### src/rtl/serial_duo_pkg.sv
package serial_duo_pkg;
  typedef enum logic [1:0] {
    A_CTRL = 2'd0,
    A_DATA = 2'd1,
    A_STAT = 2'd2,
    A_DIV  = 2'd3
  } reg_addr_e;

  localparam int FLAG_N   = 5;
  localparam int F_RXFULL = 0;
  localparam int F_TXEMPT = 1;
  localparam int F_OVR    = 2;
  localparam int F_FRAME  = 3;
  localparam int F_SDONE  = 4;
endpackage

### src/rtl/sd_tick_gen.sv
module sd_tick_gen #(
  parameter int DIV_W = 16
) (
  input  logic             clk,
  input  logic             rst,
  input  logic             sel_ext,
  input  logic [DIV_W-1:0] div,
  input  logic             ext_in,
  output logic             tick
);
  logic [DIV_W-1:0] cnt;
  logic             s1, s2;

  always_ff @(posedge clk) begin
    if (rst) begin
      cnt  <= '0;
      tick <= 1'b0;
      s1   <= 1'b0;
      s2   <= 1'b0;
    end else begin
      s1 <= ext_in;
      s2 <= s1;
      if (sel_ext) begin
        cnt  <= '0;
        tick <= s1 & ~s2;
      end else if (cnt >= div) begin
        cnt  <= '0;
        tick <= 1'b1;
      end else begin
        cnt  <= cnt + 1'b1;
        tick <= 1'b0;
      end
    end
  end

  // external source gives one tick per rising edge, never two in a row
  a_r9_single_tick: assert property (@(posedge clk) disable iff (rst)
    (sel_ext && $past(sel_ext) && tick) |=> !tick);
endmodule

### src/rtl/sd_uart_tx.sv
module sd_uart_tx #(
  parameter int CHAR_W = 8,
  parameter int OVS    = 16
) (
  input  logic              clk,
  input  logic              rst,
  input  logic              tick,
  input  logic              start,
  input  logic [CHAR_W-1:0] data,
  output logic              busy,
  output logic              txd
);
  localparam int SW = $clog2(OVS);
  localparam int BW = $clog2(CHAR_W + 2);

  logic [CHAR_W:0] sh;
  logic [SW-1:0]   sub;
  logic [BW-1:0]   bitn;

  always_ff @(posedge clk) begin
    if (rst) begin
      busy <= 1'b0;
      txd  <= 1'b1;
      sh   <= '1;
      sub  <= '0;
      bitn <= '0;
    end else if (start && !busy) begin
      busy <= 1'b1;
      txd  <= 1'b0;
      sh   <= {1'b1, data};
      sub  <= '0;
      bitn <= '0;
    end else if (busy && tick) begin
      if (sub == SW'(OVS - 1)) begin
        sub <= '0;
        if (bitn == BW'(CHAR_W + 1)) begin
          busy <= 1'b0;
          txd  <= 1'b1;
        end else begin
          txd  <= sh[0];
          sh   <= {1'b1, sh[CHAR_W:1]};
          bitn <= bitn + 1'b1;
        end
      end else begin
        sub <= sub + 1'b1;
      end
    end
  end

  // line is high whenever no frame is in flight
  a_r2_idle_high: assert property (@(posedge clk) disable iff (rst)
    !busy |-> txd);
endmodule

### src/rtl/sd_uart_rx.sv
module sd_uart_rx #(
  parameter int CHAR_W = 8,
  parameter int OVS    = 16
) (
  input  logic              clk,
  input  logic              rst,
  input  logic              en,
  input  logic              tick,
  input  logic              rxd,
  output logic              done,
  output logic              ferr,
  output logic [CHAR_W-1:0] data
);
  localparam int SW = $clog2(OVS);
  localparam int BW = $clog2(CHAR_W + 2);

  logic          r1, r2, busy, armed;
  logic [SW-1:0] sub;
  logic [BW-1:0] bitn;

  always_ff @(posedge clk) begin
    if (rst) begin
      r1 <= 1'b1; r2 <= 1'b1;
      busy <= 1'b0; armed <= 1'b0;
      sub <= '0; bitn <= '0;
      done <= 1'b0; ferr <= 1'b0;
      data <= '0;
    end else begin
      r1   <= rxd;
      r2   <= r1;
      done <= 1'b0;
      ferr <= 1'b0;
      if (!en) begin
        busy  <= 1'b0;
        armed <= 1'b0;
      end else if (!busy) begin
        if (r2) armed <= 1'b1;
        else if (tick && armed) begin
          busy  <= 1'b1;
          armed <= 1'b0;
          sub   <= '0;
          bitn  <= '0;
        end
      end else if (tick) begin
        if (bitn == '0) begin
          if (sub == SW'(OVS / 2 - 1)) begin
            sub <= '0;
            if (r2) busy <= 1'b0;
            else    bitn <= 1'b1;
          end else sub <= sub + 1'b1;
        end else if (sub == SW'(OVS - 1)) begin
          sub <= '0;
          if (bitn <= BW'(CHAR_W)) begin
            data <= {r2, data[CHAR_W-1:1]};
            bitn <= bitn + 1'b1;
          end else begin
            busy <= 1'b0;
            if (r2) done <= 1'b1;
            else    ferr <= 1'b1;
          end
        end else sub <= sub + 1'b1;
      end
    end
  end

  // a completed character is either good or bad, never both
  a_r6_exclusive: assert property (@(posedge clk) disable iff (rst)
    !(done && ferr));
endmodule

### src/rtl/sd_spi_master.sv
module sd_spi_master #(
  parameter int DATA_W = 16,
  parameter int LEN_W  = 4
) (
  input  logic              clk,
  input  logic              rst,
  input  logic              tick,
  input  logic              start,
  input  logic [DATA_W-1:0] data,
  input  logic [LEN_W-1:0]  lenm1,
  input  logic              miso,
  output logic              busy,
  output logic              sclk,
  output logic              mosi,
  output logic              done,
  output logic [DATA_W-1:0] rword
);
  logic [DATA_W-1:0] sh, nxt, masked;
  logic [LEN_W-1:0]  cnt, len_q;
  logic              samp;

  assign nxt = {sh[DATA_W-2:0], samp};

  always_comb begin
    for (int i = 0; i < DATA_W; i++)
      masked[i] = (LEN_W'(i) <= len_q) ? nxt[i] : 1'b0;
  end

  always_ff @(posedge clk) begin
    if (rst) begin
      busy <= 1'b0; sclk <= 1'b0; mosi <= 1'b0; done <= 1'b0;
      sh <= '0; cnt <= '0; len_q <= '0; samp <= 1'b0; rword <= '0;
    end else begin
      done <= 1'b0;
      if (start && !busy) begin
        busy  <= 1'b1;
        sclk  <= 1'b0;
        sh    <= data;
        len_q <= lenm1;
        cnt   <= '0;
        mosi  <= data[lenm1];
      end else if (busy && tick) begin
        if (!sclk) begin
          sclk <= 1'b1;
          samp <= miso;
        end else begin
          sclk <= 1'b0;
          sh   <= nxt;
          if (cnt == len_q) begin
            busy  <= 1'b0;
            done  <= 1'b1;
            rword <= masked;
          end else begin
            cnt  <= cnt + 1'b1;
            mosi <= nxt[len_q];
          end
        end
      end
    end
  end

  // serial clock rests low between words
  a_r7_sclk_idle: assert property (@(posedge clk) disable iff (rst)
    !busy |-> !sclk);
  // during a word MOSI only moves together with a falling SCLK
  a_r7_mosi_on_fall: assert property (@(posedge clk) disable iff (rst)
    (busy && $past(busy) && !$stable(mosi)) |-> $fell(sclk));
endmodule

### src/rtl/serial_duo.sv
module serial_duo
  import serial_duo_pkg::*;
#(
  parameter int DATA_W = 16,
  parameter int CHAR_W = 8,
  parameter int DIV_W  = 16,
  parameter int OVS    = 16
) (
  input  logic              clk,
  input  logic              rst,
  input  logic              wr_en,
  input  logic              rd_en,
  input  logic [1:0]        addr,
  input  logic [DATA_W-1:0] wdata,
  output logic [DATA_W-1:0] rdata,
  output logic [FLAG_N-1:0] flags,
  input  logic              ext_tick,
  input  logic              rxd,
  output logic              txd,
  output logic              sclk,
  output logic              mosi,
  input  logic              miso
);
  localparam int LEN_W = $clog2(DATA_W);

  logic              mode_spi, clk_ext;
  logic [LEN_W-1:0]  lenm1;
  logic [DIV_W-1:0]  div_q;
  logic [DATA_W-1:0] tx_hold, rx_hold, spi_word;
  logic              tx_full, rx_full, ovr, frm, sdone;
  logic              tick, utx_busy, spi_busy, urx_done, urx_ferr, spi_done;
  logic [CHAR_W-1:0] urx_data;
  logic              uart_start, spi_start, rx_new;
  logic [DATA_W-1:0] rx_val;
  logic              wr_data, wr_stat, rd_data;

  assign wr_data    = wr_en && (addr == A_DATA);
  assign wr_stat    = wr_en && (addr == A_STAT);
  assign rd_data    = rd_en && (addr == A_DATA);
  assign uart_start = !mode_spi && tx_full && !utx_busy;
  assign spi_start  = mode_spi && tx_full && !spi_busy;
  assign rx_new     = (!mode_spi && urx_done) || spi_done;
  assign rx_val     = mode_spi ? spi_word : DATA_W'(urx_data);

  sd_tick_gen #(.DIV_W(DIV_W)) u_tick (
    .clk(clk), .rst(rst), .sel_ext(clk_ext), .div(div_q),
    .ext_in(ext_tick), .tick(tick));

  sd_uart_tx #(.CHAR_W(CHAR_W), .OVS(OVS)) u_utx (
    .clk(clk), .rst(rst), .tick(tick), .start(uart_start),
    .data(tx_hold[CHAR_W-1:0]), .busy(utx_busy), .txd(txd));

  sd_uart_rx #(.CHAR_W(CHAR_W), .OVS(OVS)) u_urx (
    .clk(clk), .rst(rst), .en(!mode_spi), .tick(tick), .rxd(rxd),
    .done(urx_done), .ferr(urx_ferr), .data(urx_data));

  sd_spi_master #(.DATA_W(DATA_W), .LEN_W(LEN_W)) u_spi (
    .clk(clk), .rst(rst), .tick(tick), .start(spi_start), .data(tx_hold),
    .lenm1(lenm1), .miso(miso), .busy(spi_busy), .sclk(sclk), .mosi(mosi),
    .done(spi_done), .rword(spi_word));

  always_ff @(posedge clk) begin
    if (rst) begin
      mode_spi <= 1'b0; clk_ext <= 1'b0; lenm1 <= '0; div_q <= '0;
      tx_hold <= '0; tx_full <= 1'b0; rx_hold <= '0; rx_full <= 1'b0;
      ovr <= 1'b0; frm <= 1'b0; sdone <= 1'b0; rdata <= '0;
    end else begin
      if (uart_start || spi_start) tx_full <= 1'b0;
      if (wr_data && !tx_full) begin
        tx_hold <= wdata;
        tx_full <= 1'b1;
      end
      if (wr_en && addr == A_CTRL) begin
        mode_spi <= wdata[0];
        clk_ext  <= wdata[1];
        lenm1    <= wdata[4 +: LEN_W];
      end
      if (wr_en && addr == A_DIV) div_q <= wdata[DIV_W-1:0];
      if (wr_stat) begin
        if (wdata[F_OVR])   ovr   <= 1'b0;
        if (wdata[F_FRAME]) frm   <= 1'b0;
        if (wdata[F_SDONE]) sdone <= 1'b0;
      end
      if (rd_data) rx_full <= 1'b0;
      if (rx_new) begin
        if (rx_full) ovr <= 1'b1;
        else begin
          rx_hold <= rx_val;
          rx_full <= 1'b1;
        end
      end
      if (!mode_spi && urx_ferr) frm <= 1'b1;
      if (spi_done) sdone <= 1'b1;
      if (rd_en) begin
        case (addr)
          A_CTRL:  rdata <= DATA_W'({lenm1, 2'b00, clk_ext, mode_spi});
          A_DATA:  rdata <= rx_hold;
          A_STAT:  rdata <= DATA_W'(flags);
          default: rdata <= DATA_W'(div_q);
        endcase
      end
    end
  end

  always_comb begin
    flags           = '0;
    flags[F_RXFULL] = rx_full;
    flags[F_TXEMPT] = !tx_full;
    flags[F_OVR]    = ovr;
    flags[F_FRAME]  = frm;
    flags[F_SDONE]  = sdone;
  end

  // a data write into a full holding register changes nothing
  a_r3_hold_kept: assert property (@(posedge clk) disable iff (rst)
    (wr_data && tx_full) |=> $stable(tx_hold));
  // a word arriving on a full receive register raises overrun and is dropped
  a_r5_overrun_drop: assert property (@(posedge clk) disable iff (rst)
    (rx_new && rx_full) |=> (ovr && $stable(rx_hold)));
  // a bad stop bit never loads the receive register
  a_r6_frame_drop: assert property (@(posedge clk) disable iff (rst)
    (!mode_spi && urx_ferr) |=> $stable(rx_hold));
endmodule

### config.mk
export PLATFORM = sky130hd
export DESIGN_NAME = serial_duo
export DESIGN_NICKNAME = d
export VERILOG_FILES = /design/src/rtl/serial_duo_pkg.sv /design/src/rtl/sd_tick_gen.sv /design/src/rtl/sd_uart_tx.sv /design/src/rtl/sd_uart_rx.sv /design/src/rtl/sd_spi_master.sv /design/src/rtl/serial_duo.sv
export SDC_FILE = /design/constraint.sdc
export NUM_CORES = 1
export LEC_CHECK = 0
export ABC_AREA = 1
export BUFFER_PORTS_ARGS = -buffer_cell sky130_fd_sc_hd__buf_2
export CAP_MARGIN = 20
export CORE_MARGIN = 2
export CORE_UTILIZATION = 55
export DETAILED_ROUTE_END_ITERATION = 7
export PLACE_DENSITY = 0.77
export SLEW_MARGIN = 20
export SYNTH_ARGS = -nofsm -noshare
export SYNTH_HDL_FRONTEND = slang
export SYNTH_SLANG_ARGS = --single-unit
### constraint.sdc
create_clock -name clk -period 1.6 [get_ports clk]
set_input_delay 0 -clock clk [delete_from_list [all_inputs] [get_ports clk]]
set_output_delay 0 -clock clk [all_outputs]
set_load 0.005 [all_outputs]
==> reports/metrics.sh <==
OUTCOME='finished, violations left'
FAILED_CHECKS='negative setup slack'
FINALWIRELENGTH_UM=24000
NUM-NETS-FINAL=1274
FIRST_GLOBAL_VIAS=7740
DRT_PASS1_ITERATIONS=6
CRITICAL_PATH_ARRIVAL_PS=2170
DIE_H_UM=125
NETLIST_AREA_BEFORE_PLACEMENT_UM2=8050
AREAGROWTHSYNTHTOFINISH_PCT=25.8
WORSTHOLDENDPOINT='u_tick.s1'
DIEWIDTH_UM=125
DIEAREA_UM2=15600
P_LEAK_uW=0.00409
GRT_PASS1_WL_UM=37800
CRITPATHCAPTURETYPE='flop'
TIMING.RR.START='div_q[11]'
WORST_SUPPLY_VOLTAGE_DROP_ON_VDD_mV=0.768
PLACED_AREA_UM2=8970
REG2REG_TO='u_tick.cnt[13]'
SYNTH-MAIN-FF-CELL='dfxtp_1'
TIMING_MAX_TRANSITION_VIOLATIONS_FINAL=0
SYNTH_ASYNC_SR_FLOP_SHARE=0
VIAS=8183
WORST_EP_REQUIRED_TIME_PS=1940
GRT_REMAINING_OVERFLOW=0
YS_WARN_COUNT=0
RRSETUPSLACK_PS=-240
POSTLAYOUTCELLAREA_UM2=10100
START_UTIL=0.558
LAYOUT.FILLER_CELLS=1116
CAP_VIOL_MAX_COUNT=0
CLOCKBUFFERDEPTH=2
MAPPEDNETLISTNETS=1136
CTS_TREE='yes'
HOLD_DEPTH=3
YS_SEQ_ELEMENTS=178
SYNTHCELLS=1087
FINAL-SETUP-VIOL-COUNT=17
WORST_PIN_SLEW_PS=645
WIRE_PER_INST_UM=16.9
WORSTSETUPSTARTPOINTTYPE='flop'
FINALHOLDVIOLCOUNT=0
CLOCK_LATENCY_PS=450
SYNTH_ENABLE_FLOP_CELLS=0
SYN-MEAN-INSTANCE-AREA_UM2=7.41
POST-ROUTE-PERIOD-UTIL=1.15
CTS.SINKS=178
CORE-AREA_UM2=14400
DPL.HPWL_UM=16300
CLOCK_SKEW_PS=13.2
POWER-PER-CELL-AREA_nW_PER_UM2=961
R2R.WORST_PATH.CELLS=9
WHS_PS=11.3
ANT_NETS_AFTER_ROUTE=0
GRTUSAGETOTAL=0.301
SYNTH.YOSYS.SEQ_AREA_SHARE=0.443
CTS.ROOT.BUFFER_CELL='clkbuf_16'
TIMING.CRITICAL_PATH.FANOUT_MAX=8
CLK_TRANSITION_REPORTED_PATHS_PS=70
LARGEST_NET_DEGREE_AT_THE_START_OF_GLOBAL_ROUTING=40
CTS_BUFFERS=17
FINAL_LAYOUT_SIZE_SUFFIX_GT1_FRAC=0.213
TIMING.FMAX_GHz=0.545
PRECTSSETUPSLACK_PS=-112
MIN_PATH_TYPE='input pin to flop'
TOP_LEVEL_PORTS=49
LAYOUT_SETUP_WS_PS=-236
GRT_ANTENNA_BEFORE_REPAIR=0
TIMING.SLEW.HEADROOM=0.569
PLACEMENT_ROWS=44
CRITPATHKIND='flop to flop'
BUFFER_PORTS.INSERTED=48
GPL.FINAL_WEIGHTED_CONGESTION=0.899
YOSYSUNIQUECELLTYPES=45
CTS_MAX_LEVEL=4
FINALSETUPTNS_PS=-3410
HOLD_PATH_STARTPOINT='rst'
ANTENNA_CELLS_INSERTED=0
FINAL.MIN_CLOCK_PERIOD_PS=1840
TOTAL_POWER_uW=9730
DETAIL_ROUTE.VIAS_PER_CELL=5.76
DETAIL_ROUTE.ITER0.VIOLATIONS=873
REMAINING_DRC_ERRORS=0
GRT_SETUP_UNREPAIRED='yes'
## state kept, by name, summed over array words and instances, names as in the netlist, 4 cells and up
signal,count
rx_hold,16
u_urx.bitn,4
u_urx.sub,4
u_spi.len_q,4
u_utx.sh,8
u_utx.sub,4
tx_hold,16
u_spi.rword,16
u_spi.cnt,4
u_urx.data,8
u_spi.sh,15
u_utx.bitn,4
rdata,16
div_q,16
u_tick.cnt,16
lenm1,4
## where the power goes
| part | total (uW) | leakage (uW) | switching [uW] | internal, uW |
|---|---|---|---|---|
| registers | 4630 | 0.00145 | 83.0 | 4540 |
| logic | 930 | 0.00235 | 554 | 377 |
| clock network | 4180 | 0.000285 | 1800 | 2380 |
| total | 9730 | 0.00409 | 2440 | 7300 |
## cell type report
type / count / area, um^2 / share of cell area
Multi-Input combinational cell: 742 / 4010 / 0.396
Clock inverter: 12 / 134 / 0.0132
Tap cell: 184 / 230 / 0.0227
Inverter: 121 / 457 / 0.0451
Sequential cell: 178 / 3590 / 0.354
Clock buffer: 19 / 453 / 0.0447
Timing Repair Buffer: 165 / 1260 / 0.124
## kinds of logic (layout without fill, tap and decap cells)
| kind of cell | count (synthesis) | count (layout) | share of synthesized area |
|---|---|---|---|
| fa+ha+maj | 24 | 24 | 0.0373 |
| compound gates | 278 | 278 | 0.188 |
| simple gates | 425 | 425 | 0.230 |
| flops | 178 | 178 | 0.443 |
| xor+xnor | 15 | 15 | 0.0163 |
| buf+inv | 167 | 317 | 0.0852 |
## worst max-delay path by stage
stage / startpoint / end / cells past startpoint
3_3_place_gp: u_urx.sub[0] / u_urx.bitn[2] / 8
3_5_place_dp: div_q[9] / u_tick.cnt[4] / 10
2_1_floorplan: div_q[9] / u_tick.cnt[10] / 10
4_1_cts: div_q[9] / u_tick.cnt[2] / 11
5_1_grt: div_q[11] / u_tick.cnt[13] / 9
6_report: div_q[11] / u_tick.cnt[13] / 9
## layer usage
| layer | up-vias | track usage | wire length (um) |
|---|---|---|---|
| li1 | 3906 | - | - |
| met2 | 388 | 0.493 | 11400 |
| met4 | 0 | 0.142 | 886 |
| met5 | - | 0 | 0 |
| met3 | 80 | 0.0586 | 1940 |
| met1 | 3809 | 0.384 | 9800 |
## synth_stat cells, types with 6 or more instances
library cell,n,area [um^2]
a21oi_1,112,561
a31oi_1,21,131
buf_2,9,45.0
buf_4,6,45.0
clkbuf_1,24,90.1
dfxtp_1,178,3560
ha_1,24,300
inv_1,112,420
inv_2,6,22.5
nand2_1,197,739
nand2_2,6,37.5
nand3_1,79,395
nand4_1,9,56.3
nor2_1,101,379
nor3_1,17,85.1
o211ai_1,8,60.1
o21ai_0,96,480
o21ai_1,7,35.0
o22ai_1,13,81.3
xnor2_1,7,61.3
xor2_1,8,70.1
## placed cells by master, fill, tap and decap left out, types with 6 or more instances in the layout
cell type / synthesis / final
xnor2_1: 7 / 7
nor2_2: 2 / 13
dfxtp_1: 178 / 160
dfxtp_2: 0 / 18
xor2_1: 8 / 8
a31oi_1: 21 / 21
dlygate4sd3_1: 0 / 24
o211ai_1: 8 / 8
o22ai_1: 13 / 13
o21ai_0: 96 / 92
buf_4: 6 / 87
nor2_1: 101 / 87
nor2_4: 3 / 6
nand2_2: 6 / 13
a21oi_1: 112 / 109
nand3_1: 79 / 78
o21ai_1: 7 / 9
inv_1: 112 / 102
clkbuf_16: 0 / 18
nand2_1: 197 / 190
inv_2: 6 / 17
buf_2: 9 / 48
nand4_1: 9 / 9
ha_1: 24 / 15
nor3_1: 17 / 15
ha_4: 0 / 8
## timing repair
action                                 CTS  global route
pin swaps                               17            11
setup endpoints to repair               20            47
resized for setup                       42            34
cloned                                   1             0
hold buffers                            24             0
setup buffers                            5             8
endpoints found under the hold margin   47             0
## metrics by stage
| stage | cells | utilization |
|---|---|---|
| floorplan | 1087 | - |
| global placement | 1353 | 0.622 |
| detailed placement | 1353 | 0.622 |
| CTS | 1414 | 0.695 |
| global route | 1421 | 0.702 |
| finish | 1421 | 0.702 |
## worst max-delay path, cell delays in order (launching register included)
cell and delay [ps]:
dfxtp_2 340, inv_2 50, ha_4 280, nand4_1 160
nor3_2 270, nand3_1 150, nand4_1 160, buf_4 140
clkbuf_16 140, nor2_1 40
(Power assumes the default switching activity.)
